<file path="src/rtl/gsr_pkg.sv">
package gsr_pkg;

  typedef enum logic [1:0] {
    LEN_FULL   = 2'd0,
    LEN_SKIP_A = 2'd1,
    LEN_SKIP_B = 2'd2
  } len_mode_e;

  function automatic len_mode_e decode_len(input logic [1:0] sel);
    case (sel)
      2'b10:   return LEN_SKIP_A;
      2'b01:   return LEN_SKIP_B;
      default: return LEN_FULL;  // 2'b11 and the reserved 2'b00
    endcase
  endfunction

endpackage

</file>
<file path="src/rtl/gsr_pinsteer.sv">
module gsr_pinsteer (
  input  logic dir_fwd,
  input  logic cas_q,
  input  logic cas_a_in,
  output logic cas_a_out,
  output logic cas_a_oe,
  input  logic cas_b_in,
  output logic cas_b_out,
  output logic cas_b_oe,
  input  logic sclk_a_in,
  output logic sclk_a_out,
  output logic sclk_a_oe,
  input  logic sclk_b_in,
  output logic sclk_b_out,
  output logic sclk_b_oe,
  input  logic blank_a_in,
  output logic blank_a_out,
  output logic blank_a_oe,
  input  logic blank_b_in,
  output logic blank_b_out,
  output logic blank_b_oe,
  output logic din_sel,
  output logic sclk_sel,
  output logic blank_sel
);

  // input side selection
  assign din_sel   = dir_fwd ? cas_a_in   : cas_b_in;
  assign sclk_sel  = dir_fwd ? sclk_a_in  : sclk_b_in;
  assign blank_sel = dir_fwd ? blank_a_in : blank_b_in;

  // output side drive enables
  assign cas_a_oe   = !dir_fwd;
  assign cas_b_oe   = dir_fwd;
  assign sclk_a_oe  = !dir_fwd;
  assign sclk_b_oe  = dir_fwd;
  assign blank_a_oe = !dir_fwd;
  assign blank_b_oe = dir_fwd;

  // cascade value from the register, clock and blanking passed straight across
  assign cas_a_out   = cas_q;
  assign cas_b_out   = cas_q;
  assign sclk_a_out  = sclk_b_in;
  assign sclk_b_out  = sclk_a_in;
  assign blank_a_out = blank_b_in;
  assign blank_b_out = blank_a_in;

endmodule

</file>
<file path="src/rtl/gsr_edge.sv">
module gsr_edge (
  input  logic clk,
  input  logic rst,
  input  logic sclk_sel,
  output logic rise,
  output logic fall
);

  logic sclk_q;

  always_ff @(posedge clk) begin
    if (rst) sclk_q <= 1'b0;
    else     sclk_q <= sclk_sel;
  end

  assign rise = sclk_sel && !sclk_q;
  assign fall = !sclk_sel && sclk_q;

endmodule

</file>
<file path="src/rtl/gsr_chain.sv">
module gsr_chain
  import gsr_pkg::*;
#(
  parameter int NCH    = 300,
  parameter int SKA_LO = 132,
  parameter int SKA_HI = 168,
  parameter int SKB_LO = 128,
  parameter int SKB_HI = 171
) (
  input  logic           clk,
  input  logic           rst,
  input  logic           clr,
  input  logic           rise,
  input  logic           fall,
  input  logic           dir_fwd,
  input  len_mode_e      mode,
  input  logic           din,
  output logic [NCH-1:0] stage_q,
  output logic [NCH-1:0] byp,
  output logic           cas_q
);

  localparam int A_BELOW = SKA_LO - 1;
  localparam int A_ABOVE = SKA_HI + 1;
  localparam int B_BELOW = SKB_LO - 1;
  localparam int B_ABOVE = SKB_HI + 1;
  localparam int LAST    = NCH - 1;

  logic [NCH-1:0] stage_d;

  for (genvar g = 0; g < NCH; g++) begin : g_stage
    localparam bit IN_A = (g >= SKA_LO) && (g <= SKA_HI);
    localparam bit IN_B = (g >= SKB_LO) && (g <= SKB_HI);
    logic lo_std, hi_std, lo_src, hi_src;

    if (g == 0) begin : g_lo_edge
      assign lo_std = din;
    end else begin : g_lo_mid
      assign lo_std = stage_q[g-1];
    end

    if (g == LAST) begin : g_hi_edge
      assign hi_std = din;
    end else begin : g_hi_mid
      assign hi_std = stage_q[g+1];
    end

    // forward joins across the skipped band
    if (g == A_ABOVE) begin : g_lo_ja
      assign lo_src = (mode == LEN_SKIP_A) ? stage_q[A_BELOW] : lo_std;
    end else if (g == B_ABOVE) begin : g_lo_jb
      assign lo_src = (mode == LEN_SKIP_B) ? stage_q[B_BELOW] : lo_std;
    end else begin : g_lo_plain
      assign lo_src = lo_std;
    end

    // backward joins across the skipped band
    if (g == A_BELOW) begin : g_hi_ja
      assign hi_src = (mode == LEN_SKIP_A) ? stage_q[A_ABOVE] : hi_std;
    end else if (g == B_BELOW) begin : g_hi_jb
      assign hi_src = (mode == LEN_SKIP_B) ? stage_q[B_ABOVE] : hi_std;
    end else begin : g_hi_plain
      assign hi_src = hi_std;
    end

    assign byp[g]     = (IN_A && (mode == LEN_SKIP_A)) || (IN_B && (mode == LEN_SKIP_B));
    assign stage_d[g] = dir_fwd ? lo_src : hi_src;
  end

  always_ff @(posedge clk) begin
    if (rst || clr)  stage_q <= '0;
    else if (rise)   stage_q <= stage_d & ~byp;
    else             stage_q <= stage_q & ~byp;
  end

  always_ff @(posedge clk) begin
    if (rst || clr) cas_q <= 1'b0;
    else if (fall)  cas_q <= dir_fwd ? stage_q[LAST] : stage_q[0];
  end


  fwd_step_chk: assert property (@(posedge clk) disable iff (rst)
    (rise && !clr && dir_fwd && mode == LEN_FULL) |=> (stage_q[1] == $past(stage_q[0])));


  rev_step_chk: assert property (@(posedge clk) disable iff (rst)
    (rise && !clr && !dir_fwd && mode == LEN_FULL) |=> (stage_q[LAST-1] == $past(stage_q[LAST])));


  cas_hold_chk: assert property (@(posedge clk) disable iff (rst)
    (!fall && !clr) |=> $stable(cas_q));


  clr_wipe_chk: assert property (@(posedge clk) disable iff (rst)
    clr |=> (stage_q == '0 && !cas_q));


  band_zero_chk: assert property (@(posedge clk) disable iff (rst)
    (mode == LEN_SKIP_A && $past(mode) == LEN_SKIP_A) |-> (!stage_q[SKA_LO] && !stage_q[SKA_HI]));

endmodule

</file>
<file path="src/rtl/gsr_gatedrv.sv">
module gsr_gatedrv #(
  parameter int NCH = 300
) (
  input  logic [NCH-1:0] stage_q,
  input  logic [NCH-1:0] byp,
  input  logic           blank,
  input  logic           disp_on_n,
  output logic [NCH-1:0] gate
);

  always_comb begin
    for (int i = 0; i < NCH; i++) begin
      if (byp[i])          gate[i] = 1'b0;
      else if (!disp_on_n) gate[i] = 1'b1;
      else if (blank)      gate[i] = 1'b0;
      else                 gate[i] = stage_q[i];
    end
  end

endmodule

</file>
<file path="src/rtl/gate_scan_reg.sv">
module gate_scan_reg
  import gsr_pkg::*;
#(
  parameter int NCH    = 300,
  parameter int SKA_LO = 132,
  parameter int SKA_HI = 168,
  parameter int SKB_LO = 128,
  parameter int SKB_HI = 171
) (
  input  logic           clk,
  input  logic           rst,
  input  logic           dir_fwd,
  input  logic [1:0]     mode_sel,
  input  logic           disp_on_n,
  input  logic           cas_a_in,
  output logic           cas_a_out,
  output logic           cas_a_oe,
  input  logic           cas_b_in,
  output logic           cas_b_out,
  output logic           cas_b_oe,
  input  logic           sclk_a_in,
  output logic           sclk_a_out,
  output logic           sclk_a_oe,
  input  logic           sclk_b_in,
  output logic           sclk_b_out,
  output logic           sclk_b_oe,
  input  logic           blank_a_in,
  output logic           blank_a_out,
  output logic           blank_a_oe,
  input  logic           blank_b_in,
  output logic           blank_b_out,
  output logic           blank_b_oe,
  output logic [NCH-1:0] gate
);

  len_mode_e      mode;
  logic           din_sel, sclk_sel, blank_sel;
  logic           rise, fall, cas_q;
  logic [NCH-1:0] stage_q, byp;

  assign mode = decode_len(mode_sel);

  gsr_pinsteer u_steer (
    .dir_fwd     (dir_fwd),
    .cas_q       (cas_q),
    .cas_a_in    (cas_a_in),
    .cas_a_out   (cas_a_out),
    .cas_a_oe    (cas_a_oe),
    .cas_b_in    (cas_b_in),
    .cas_b_out   (cas_b_out),
    .cas_b_oe    (cas_b_oe),
    .sclk_a_in   (sclk_a_in),
    .sclk_a_out  (sclk_a_out),
    .sclk_a_oe   (sclk_a_oe),
    .sclk_b_in   (sclk_b_in),
    .sclk_b_out  (sclk_b_out),
    .sclk_b_oe   (sclk_b_oe),
    .blank_a_in  (blank_a_in),
    .blank_a_out (blank_a_out),
    .blank_a_oe  (blank_a_oe),
    .blank_b_in  (blank_b_in),
    .blank_b_out (blank_b_out),
    .blank_b_oe  (blank_b_oe),
    .din_sel     (din_sel),
    .sclk_sel    (sclk_sel),
    .blank_sel   (blank_sel)
  );

  gsr_edge u_edge (
    .clk      (clk),
    .rst      (rst),
    .sclk_sel (sclk_sel),
    .rise     (rise),
    .fall     (fall)
  );

  gsr_chain #(
    .NCH    (NCH),
    .SKA_LO (SKA_LO),
    .SKA_HI (SKA_HI),
    .SKB_LO (SKB_LO),
    .SKB_HI (SKB_HI)
  ) u_chain (
    .clk     (clk),
    .rst     (rst),
    .clr     (!disp_on_n),
    .rise    (rise),
    .fall    (fall),
    .dir_fwd (dir_fwd),
    .mode    (mode),
    .din     (din_sel),
    .stage_q (stage_q),
    .byp     (byp),
    .cas_q   (cas_q)
  );

  gsr_gatedrv #(
    .NCH (NCH)
  ) u_drv (
    .stage_q   (stage_q),
    .byp       (byp),
    .blank     (blank_sel),
    .disp_on_n (disp_on_n),
    .gate      (gate)
  );


  side_excl_chk: assert property (@(posedge clk) disable iff (rst)
    (cas_a_oe != cas_b_oe) && (sclk_a_oe == cas_a_oe) && (blank_b_oe == cas_b_oe));

endmodule

</file>
<file path="config.mk">
export PLATFORM = sky130hd
export DESIGN_NAME = gate_scan_reg
export DESIGN_NICKNAME = d
export VERILOG_FILES = /design/src/rtl/gsr_pkg.sv /design/src/rtl/gsr_pinsteer.sv /design/src/rtl/gsr_edge.sv /design/src/rtl/gsr_chain.sv /design/src/rtl/gsr_gatedrv.sv /design/src/rtl/gate_scan_reg.sv
export SDC_FILE = /design/constraint.sdc
export NUM_CORES = 1
export LEC_CHECK = 0
export BUFFER_PORTS_ARGS = -buffer_cell sky130_fd_sc_hd__buf_4
export CORE_ASPECT_RATIO = 1.1
export CORE_MARGIN = 4
export CORE_UTILIZATION = 30
export DETAILED_ROUTE_END_ITERATION = 10
export GPL_ROUTABILITY_DRIVEN = 0
export HOLD_SLACK_MARGIN = 0.1
export PLACE_DENSITY_LB_ADDON = 0.12
export SLEW_MARGIN = 30
export SYNTH_ARGS = -nofsm -noshare
export SYNTH_HDL_FRONTEND = slang
export SYNTH_SLANG_ARGS = --single-unit
</file>
<file path="constraint.sdc">
create_clock -name clk -period 3 [get_ports clk]
set_input_delay 0.3 -clock clk [delete_from_list [all_inputs] [get_ports clk]]
set_output_delay 0.3 -clock clk [all_outputs]
set_load 0.05 [all_outputs]
</file>
* Word level (Yosys, flattened, before mapping)
Index checks and enable logic that the tools add are counted.
Word-level totals: register bits 302, input bits 12, output and inout bits 312, logic and storage cells 972
Cells by class: equal/unequal tests 4, mux-type cells 954, bitwise gates (word level) 3, reductions and logical operators 8
Operator list (count):
- 1-bit 2-to-1 mux | 952
- 300-bit AND | 2
- 300-bit 2-to-1 mux | 1
- 172-bit NOT with 300-bit output | 1
- 2-bit by 1-bit equality test with 1-bit output, second input constant | 2
- 2-bit equality test, second input constant | 2
- 1-bit logical NOT | 4
- 2-bit case mux with 2 select lines | 1
- 1-bit logical AND | 2
- 1-bit logical OR | 2

* Depth between registers and ports, before layout
Gate-level depths: netlist of the first run.
depth in word-level cells 7, mapped depth 6, depth with buffers taken out 5

* Cells and area by module
From an unflattened synthesis of the first run, not the netlist that was laid out.
Unflattened totals: cells, all modules 2342, area total of the unflattened synthesis 19645.1 sq um
Modules (own cells, without submodules):
- gsr_chain | instances 1, cells each 1654, area an instance 15572.4 sq um, seq. area each 6025.8 sq um
- gsr_gatedrv | instances 1, cells each 666, area an instance 3895.0 sq um, seq. area each 0.0 sq um
- gsr_pinsteer | instances 1, cells each 15, area an instance 120.1 sq um, seq. area each 0.0 sq um
- gsr_edge | instances 1, cells each 4, area an instance 38.8 sq um, seq. area each 20.0 sq um
- gate_scan_reg | instances 1, cells each 3, area an instance 18.8 sq um, seq. area each 0.0 sq um

* Worst setup path after synthesis of the first run
Ideal clock, no wire load.
kind input -> output, start input dir_fwd, end output gate[133], arrival time 2194 ps, required time 2700 ps, setup slack 506 ps, stages on the path 5, path buffers 2, cell sequence mux2i_1 > clkbuf_1 > buf_2 > nand2_1 > a21boi_0
Between the ends: word-level cells in the longest chain between the ends 4
Ends and longest elaborated chain:
- start: declaration | line gate_scan_reg.sv:12 | input logic dir_fwd,
- 1-bit 2-to-1 mux | line gsr_pinsteer.sv:30 | assign blank_sel = dir_fwd ? blank_a_in : blank_b_in;
- 1-bit 2-to-1 mux | line gsr_gatedrv.sv:15 | else if (blank) gate[i] = 1'b0;
- 1-bit 2-to-1 mux | line gsr_gatedrv.sv:14 | else if (!disp_on_n) gate[i] = 1'b1;
- 1-bit 2-to-1 mux | line gsr_gatedrv.sv:13 | if (byp[i]) gate[i] = 1'b0;
- end: declaration | line gate_scan_reg.sv:33 | output logic [NCH-1:0] gate
Every way passes these cells.

* Final worst setup path of the first run
start input dir_fwd, end output gate[135]
Same word-level chain as after synthesis.

==> results.txt, run 1 <==
The run finished with clean final reports. The sum of net half-perimeters after detailed placement is 34,200 microns. The number of clock buffers added by TritonCTS is 37. The post-synthesis xor/xnor area fraction came out at 0%. The first routing iteration left 958 violations. Setup violations remaining at the end of the flow were counted as 0. The initial core utilization came out at 30.4%. The root buffer cell chosen for the clock tree is sky130_fd_sc_hd__clkbuf_16. The floorplan step defined a die boundary enclosing 62,100 sq um. Before CTS, the worst setup slack after placement is 0.689 ns. The final critical delay including setup and external delays came out at 2.16 ns. During placement, the flow inserted port buffers numbering 323. The number of H-tree branching levels came out at 2.

The total of hold buffers inserted after clock tree synthesis is 1. The path class of the lowest-slack min-delay path is in -> reg. The final wirelength came out at 54,000 microns. At the end of the flow, the number of nets in the layout was 2,250. Setup repair after global routing left no endpoint under its margin. STA classifies the critical path startpoint as an input port. 324 I/O pins were placed. The critical path is of the in -> out type. Summed over all cells, the static leakage comes to 8.51 nW.

The count of maximum capacitance violations came out at 0. The via count is 16,200. The via count of the first global-routing pass came to 15,600.

The count of cells resized by post-cts repair is 0. Fill cells in the final layout number 5,961. The largest net degree at the start of global routing came out at 165. STA classifies the critical path endpoint as an output pin. At the pin with the least slew margin, the transition time is 0.782 ns. The share of synthesized cell area in and, or, nand and nor gates is 12.2%.

The post-synthesis sequential area ratio came out at 34.6%. The routed length per instance is 17.9 microns. The area of the multi-input gates came out at 9980 sq um. In this run, synthesis produced a sequential element count of 302. The power density normalized to cell area came out at 560 nW/um^2.

The number of buffers on the longest clock path came out at 3. The mean number of vias per cell is 5.36. TritonCTS built the clock tree.

The final antenna diode count came out at 0. Timing would allow up to 462 MHz. The synthesized area per cell came out at 8.29 sq um. In this run the remaining antenna-violating nets after routing total 0. The number of nets in the synthesized netlist is 2,120. The clock transition at the register clock pins on the worst setup and hold paths after CTS is 0.06 ns. The portion of synthesized area spent on multiplexers is 17.5%. The share of the synthesized area in compound gates (AO/OA/AOI/OAI) came out at 27.2%. The area growth from synthesis to layout is 21.7%. The number of instances in the synthesized netlist came out at 2,106. The maximum fanout along the worst path came out at 59. The initialized floorplan defines 92 standard-cell rows. After floorplanning, the core was sized to cover 57,400 sq um. The setup slack of the most critical reg-to-reg path is 0.96 ns. The share of final-layout standard cells stronger than drive strength 1 came out at 22.2%. The share of synthesized cell area in full adder, half adder and majority cells came out at 0.143%.

The final critical path takes up 72.2% of the cycle. The highest ir drop seen on vdd is 0.303 mV. The worst clock skew came out at 0.00864 ns.

The first-pass GRT wire length is 86,600 microns. In the post-synthesis netlist, the biggest area contributors are sky130_fd_sc_hd__dfxtp_1, sky130_fd_sc_hd__mux2i_1, sky130_fd_sc_hd__a311oi_1, sky130_fd_sc_hd__nand2_1, sky130_fd_sc_hd__a21oi_1. Adding up every negative setup slack in the final design gives 0 ns. The worst endpoint required time came out at 2.70 ns. The floorplan step set the die height to 261 microns. The headroom to the max-slew limit came out at 47.9%. The clock drives 302 sinks. The number of remaining DRC errors is 0. The number of unique standard cell types used by synthesis is 26. Global routing consumed, over all layers together, 16.4% of the routing resources. The final hold violation count is 0. The number of synthesis warnings came out at 0. The biggest area contributor in the post-synthesis netlist is sky130_fd_sc_hd__dfxtp_1. The sequential standard cell area came out at 6050 sq um. The synthesized cell area is 17,500 sq um. Summed over all layers, the global routing overflow is 0. The die is 238 microns wide. The worst path setup slack after routing is 0.835 ns. The later pin in the worst-skew pair is clocked with a latency of 0.54 ns. The setup fix buffers added after clock tree synthesis is 0. The share of Yosys cell area claimed by the top area cell type is 34.6%.

The data arrival at the endpoint of the critical path came out at 1.86 ns. The first-pass detailed-route iteration total came out at 6. After synthesis, the largest family of logic cells by area is compound AO/OA/AOI/OAI gates.

The final max-slew violation count came out at 0. The number of antenna violations at the first check in global routing is 2.
[worst max-delay path, stage by stage]
cell	delay (ns)
sky130_fd_sc_hd__buf_8	0.14
sky130_fd_sc_hd__mux2i_4	0.45
sky130_fd_sc_hd__buf_12	0.28
sky130_fd_sc_hd__nand2_1	0.11
sky130_fd_sc_hd__a21boi_0	0.27
sky130_fd_sc_hd__buf_4	0.26
[flip-flops by register name, indices dropped and copies added, names as in the netlist]
register         flops
u_chain.cas_q        1
u_edge.sclk_q        1
u_chain.stage_q    300
[cells by family (layout without fill, tap and decap cells)]
logic type,after synthesis,in the layout
compound gates,650,650
fa+ha+maj,2,2
buf+inv,283,439
flops,302,302
mux,304,304
simple gates,565,565
[layout by cell type, fill, tap and decap left out]
cell                            netlist  final
sky130_fd_sc_hd__o21ai_0              4      4
sky130_fd_sc_hd__buf_12               0     20
sky130_fd_sc_hd__nand2b_1             4      3
sky130_fd_sc_hd__nor2b_1              1      1
sky130_fd_sc_hd__nand2b_4             0      1
sky130_fd_sc_hd__mux2_2               2      2
sky130_fd_sc_hd__clkbuf_1           136      7
sky130_fd_sc_hd__a21oi_2             70     70
sky130_fd_sc_hd__a311oi_1           297    297
sky130_fd_sc_hd__ha_1                 2      2
sky130_fd_sc_hd__a21boi_1            30     30
sky130_fd_sc_hd__nor2_1               3      3
sky130_fd_sc_hd__clkbuf_8             0     12
sky130_fd_sc_hd__mux2i_1            301    300
sky130_fd_sc_hd__dlygate4sd3_1        0      1
sky130_fd_sc_hd__inv_1                3      3
sky130_fd_sc_hd__buf_8                2      1
sky130_fd_sc_hd__nand2_1            557    557
sky130_fd_sc_hd__clkinv_2             1      7
sky130_fd_sc_hd__a21boi_0             7      7
sky130_fd_sc_hd__o2111ai_1            2      2
sky130_fd_sc_hd__inv_6                0      1
sky130_fd_sc_hd__clkbuf_16            0     39
sky130_fd_sc_hd__inv_16               0      1
sky130_fd_sc_hd__a2111o_1             2      2
sky130_fd_sc_hd__dfxtp_1            302    302
sky130_fd_sc_hd__buf_4               32    347
sky130_fd_sc_hd__mux2i_4              0      1
sky130_fd_sc_hd__mux2_8               0      1
sky130_fd_sc_hd__a21oi_1            238    238
[synth_stat cells]
master,n
sky130_fd_sc_hd__nand2_1,557
sky130_fd_sc_hd__dfxtp_1,302
sky130_fd_sc_hd__mux2i_1,301
sky130_fd_sc_hd__a311oi_1,297
sky130_fd_sc_hd__a21oi_1,238
sky130_fd_sc_hd__clkbuf_1,136
sky130_fd_sc_hd__buf_2,81
sky130_fd_sc_hd__a21oi_2,70
sky130_fd_sc_hd__buf_4,32
sky130_fd_sc_hd__a21boi_1,30
sky130_fd_sc_hd__buf_6,14
sky130_fd_sc_hd__clkbuf_4,13
sky130_fd_sc_hd__a21boi_0,7
sky130_fd_sc_hd__nand2b_1,4
sky130_fd_sc_hd__o21ai_0,4
sky130_fd_sc_hd__inv_1,3
sky130_fd_sc_hd__nor2_1,3
sky130_fd_sc_hd__a2111o_1,2
sky130_fd_sc_hd__buf_8,2
sky130_fd_sc_hd__ha_1,2
sky130_fd_sc_hd__mux2_2,2
sky130_fd_sc_hd__o2111ai_1,2
sky130_fd_sc_hd__buf_1,1
sky130_fd_sc_hd__clkinv_2,1
sky130_fd_sc_hd__mux2_4,1
sky130_fd_sc_hd__nor2b_1,1
[cell type report]
type / instances / area share [%]
Multi-Input combinational cell: 1521 / 47.0
Tap cell: 752 / 4.43
Sequential cell: 302 / 28.5
Timing Repair Buffer: 370 / 14.3
Clock inverter: 8 / 0.206
Inverter: 4 / 0.147
Clock buffer: 57 / 5.43
[where the power goes]
group          switching [mW]  leakage [nW]  total, mW  internal (mW)
Sequential              0.215          2.46       4.40           4.18
Combinational            2.11          5.45       3.04          0.931
Clock                    1.80         0.600       4.44           2.64
[final timing paths]
kind                                     startpoint              endpoint  depth (start not counted)
worst max-delay path                        dir_fwd             gate[135]                          6
worst min-delay path                       cas_b_in  u_chain.stage_q[299]                          3
worst max register to register        u_edge.sclk_q  u_chain.stage_q[188]                          4
worst min register to register  u_chain.stage_q[24]   u_chain.stage_q[24]                          2
[layer usage]
| metal | up-vias | track usage (%) | part of all wire (%) |
|---|---|---|---|
| met1 | 7746 | 22.6 | 47 |
| met2 | 361 | 26.6 | 46 |
| li1 | 7988 | - | - |
| met3 | 65 | 3.21 | 5.0 |
| met4 | 4 | 3.73 | 1.7 |
| met5 | - | 0 | 0.050 |
[per-stage QoR]
| step | std cells | hold slack [ns] | util (%) | area (sq um) | power (mW) |
|---|---|---|---|---|---|
| detailed placement | 2948 | 0.493 | 34.9 | 20000 | 7.55 |
| global route | 3014 | 0.141 | 37.0 | 21200 | 12.5 |
| finish | 3014 | 0.143 | 37.0 | 21200 | 11.9 |
| CTS | 3014 | 0.106 | 37.0 | 21200 | 12.1 |
| floorplan | 2106 | 0.372 | - | 17500 | 6.77 |
| global placement | 2948 | 0.488 | 34.9 | 20000 | 7.51 |
No activity file was read; power rests on OpenSTA's default activity.
==> run 2: changes to the inputs <==
==> constraint.sdc (replaced) <==
create_clock -name clk -period 2.03 [get_ports clk]
set_input_delay 0.203 -clock clk [delete_from_list [all_inputs] [get_ports clk]]
set_output_delay 0.203 -clock clk [all_outputs]
set_load 0.05 [all_outputs]
==> results.txt, run 2 (same netlist as run 1, synthesis figures left out) <==
The summed negative setup slack over all endpoints came out at 0 ns (unchanged). The terminus of the critical flop-to-flop path was u_chain.stage_q[29] (was u_chain.stage_q[188]). The commonest non-fill, non-tap cell in the layout is sky130_fd_sc_hd__nand2_1 (unchanged). The highest ir drop seen on vdd came to 0.444 mV (was 0.303 mV).

The met1 demand-to-capacity share in global routing came to 22.4% (was 22.6%). The overflow left after global routing came out at 0 (unchanged). The CTS root buffer was sky130_fd_sc_hd__clkbuf_16 (unchanged).

The net switching component of the power came out at 6.19 mW (was 4.13 mW). The area inside the core boundary came to 57,400 sq um (unchanged). The origin of the critical flop-to-flop path is u_edge.sclk_q (unchanged). The total of hold buffers inserted after clock tree synthesis came out at 3 (was 1). The starting DRC count in detailed routing came out at 1,046 (was 958). The final antenna diode count is 0 (unchanged). The slew at the pin closest to its max-slew limit was 0.719 ns (was 0.782 ns).

The number of cells traversed by the worst register-to-register path is 4 (unchanged). The clock transition at the register clock pins on the worst setup and hold paths after CTS came out at 0.06 ns (about the same). The maximum frequency from static timing analysis came out at 529 MHz. Unrepaired setup endpoints after global routing: no (unchanged). The die extent in y came out at 261 microns (unchanged).

The global-route track usage on met3 is 2.60% (was 3.21%). The final max-slew violation count is 0 (unchanged). The count of standard-cell rows is 92 (unchanged). The met2 usage in global routing came out at 27.0% (was 26.6%).

The share of final-layout standard cells stronger than drive strength 1 came out at 23.6% (was 22.2%). The worst endpoint required time is 1.83 ns (was 2.70 ns). The power consumption is 17.8 mW (was 11.9 mW). Most frequent cells in the layout: sky130_fd_sc_hd__nand2_1, sky130_fd_sc_hd__buf_4, sky130_fd_sc_hd__dfxtp_1 (unchanged). The startpoint type of the worst setup path is an input port (unchanged).

The final hold violation count came out at 0 (unchanged). The stage delay of the slowest cell on the critical path is 0.31 ns (was 0.45 ns). The flip-flop count of the largest register after layout is 300 (unchanged). The setup slack of the most critical reg-to-reg path is 0.32 ns (was 0.96 ns). The boundary pin count is 324 (unchanged).

The number of CTS-inserted buffers is 39 (was 37). The number of buffers on the longest clock path came out at 3 (unchanged). The worst clock skew came to 0.0241 ns (was 0.00864 ns). The net switching share of the total power came out at 34.8% (was 34.7%).

The routed length per instance came out at 17.7 microns (was 17.9 microns). The count of cells resized by post-cts repair is 0 (unchanged). The headroom to the max-slew limit is 52.0% (was 47.9%). Status: finished, final reports clean (unchanged). The synthesis-to-layout area growth is 25.1% (was 21.7%).

The fraction of power consumed by sequential logic was 36.5% (was 37.0%). The data arrival at the endpoint of the critical path came out at 1.69 ns (was 1.86 ns). The worst setup path category is in -> out (unchanged). The first-pass GRT wire length is 86,000 microns (was 86,600 microns). In this design, the critical path's most frequently occurring cell is sky130_fd_sc_hd__buf_4. The kind of cell adding the most delay to the critical path is buffers and inverters (unchanged). The smallest hold slack is 0.231 ns (was 0.143 ns).

The first-pass detailed-route iteration total came out at 7 (was 6). The post-place setup slack came to 0.125 ns (was 0.689 ns). The die outline area came out at 62,100 sq um (unchanged). The portion of total power attributed to the clock network came out at 37.3% (was 37.4%).

The worst path setup slack after routing came to 0.140 ns (was 0.835 ns). The count of maximum capacitance violations is 0 (unchanged). The net count reported at finish came out at 2,297 (was 2,250). Cell-by-cell listing of the critical path: buf_8 > mux2i_4 > buf_12 > buf_4 > nand2_1 > a21boi_1 > buf_4 (was buf_8 > mux2i_4 > buf_12 > nand2_1 > a21boi_0 > buf_4). The kind of capture point of the worst setup path is an output pin (unchanged). The clock insertion delay at the later pin of the skew report is 0.55 ns (was 0.54 ns). The via count came out at 16,400 (was 16,200). The final number of setup-violating endpoints came out at 0 (unchanged). The static leakage power is 8.82 nW (was 8.51 nW).

The internal power came to 11.6 mW (was 7.76 mW). The power density normalized to cell area came out at 815 nW/um^2 (was 560 nW/um^2). The number of buffer and inverter instances along the worst setup path is 4 (was 3). The final wirelength is 54,000 microns (about the same). The final non-filler cell area was 21,800 sq um (was 21,200 sq um). The largest net degree at the start of global routing came out at 136 (was 165). The critical path launch point is dir_fwd (unchanged).

The number of H-tree branching levels came to 2 (unchanged). The residual antenna-violating net count after detailed routing came out at 0 (unchanged). The count of input and output buffers is 323 (unchanged). The maximum fanout along the worst path came to 52 (was 59). The total number of cells along the worst setup path came to 7 (was 6). The sum of net half-perimeters after detailed placement is 35,800 microns (was 34,200 microns). The setup fix buffers added after clock tree synthesis came out at 0 (unchanged). The via count of the first global-routing pass came out at 15,600 (about the same). The initial core utilization came out at 30.4% (unchanged). The number of fillers in the final layout is 5,878 (was 5,961).

The sink count of the clock tree is 302 (unchanged). The standard cell with the maximum stage delay on the critical path is sky130_fd_sc_hd__mux2i_4 (unchanged). The path class of the lowest-slack min-delay path was in -> reg (unchanged). The post-route clock period utilization is 93.1%. The total global routing track utilization is 16.4% (about the same). Biggest registers after layout: u_chain.stage_q (300), u_chain.cas_q (1), u_edge.sclk_q (1) (unchanged). The die width is 238 microns (unchanged). The number of remaining DRC errors came to 0 (unchanged). The smallest clock period supported by the final layout is computed as 1.89 ns.

The mean number of vias per cell came out at 5.35 (was 5.36). The proportion of power drawn by combinational gates is 26.2% (was 25.6%). The start point of the worst min-delay path is sclk_b_in (was cas_b_in). The largest register by flop count is u_chain.stage_q (unchanged).

The TritonCTS clock tree is built (unchanged). The most crowded layer after global routing is met2 (unchanged). The number of antenna violations at the first check in global routing is 0 (was 2). The area of placed instances is 20,600 sq um (was 20,000 sq um). The endpoint of the most critical setup path is gate[164] (was gate[135]).
run 2: metrics by stage:
stage | std cells | util, %
floorplan | 2106 | -
global placement | 2990 | 35.8
detailed placement | 2990 | 35.8
CTS | 3060 | 38.0
global route | 3061 | 38.0
finish | 3061 | 38.0
run 2: worst min path at each step:
stage                           end  slack, ns  cells after the start
3_5_place_dp          u_edge.sclk_q       0.41                      2
2_1_floorplan         u_edge.sclk_q       0.28                      1
3_3_place_gp          u_edge.sclk_q       0.40                      2
5_1_grt        u_chain.stage_q[250]       0.26                      3
6_report              u_chain.cas_q       0.23                      4
4_1_cts               u_chain.cas_q       0.20                      4
run 2: cell type report:
class	count	area, sq um	share of cell area, %
multi-input combinational	1521	9980	45.7
sequential	302	6050	27.7
timing repair buffer	415	3630	16.6
clock buffer	56	1110	5.08
tap	752	941	4.31
clock inverter	11	95.1	0.435
inverter	4	31.3	0.143
run 2: layer usage:
metal / vias up / share of wire [%]
met4: 0 / 1.9
met1: 7879 / 46
met3: 63 / 4.7
li1: 8073 / -
met5: - / 0
met2: 355 / 47
run 2: power by group through the flow:
| stage | clock network, mW | logic [mW] | registers [mW] |
|---|---|---|---|
| 3_5_place_dp | 0 | 4.67 | 6.63 |
| 5_1_grt | 7.12 | 4.98 | 6.54 |
| 6_report | 6.65 | 4.66 | 6.50 |
| 3_3_place_gp | 0 | 4.62 | 6.63 |
| 2_1_floorplan | 0 | 3.50 | 6.50 |
| 4_1_cts | 6.90 | 4.69 | 6.50 |
run 2: worst register-to-register path, cell delays in order, from the launching register on:
cell	delay [ns]
sky130_fd_sc_hd__dfxtp_1	0.41
sky130_fd_sc_hd__inv_16	0.37
sky130_fd_sc_hd__buf_12	0.45
sky130_fd_sc_hd__a21oi_1	0.10
sky130_fd_sc_hd__a311oi_1	0.28
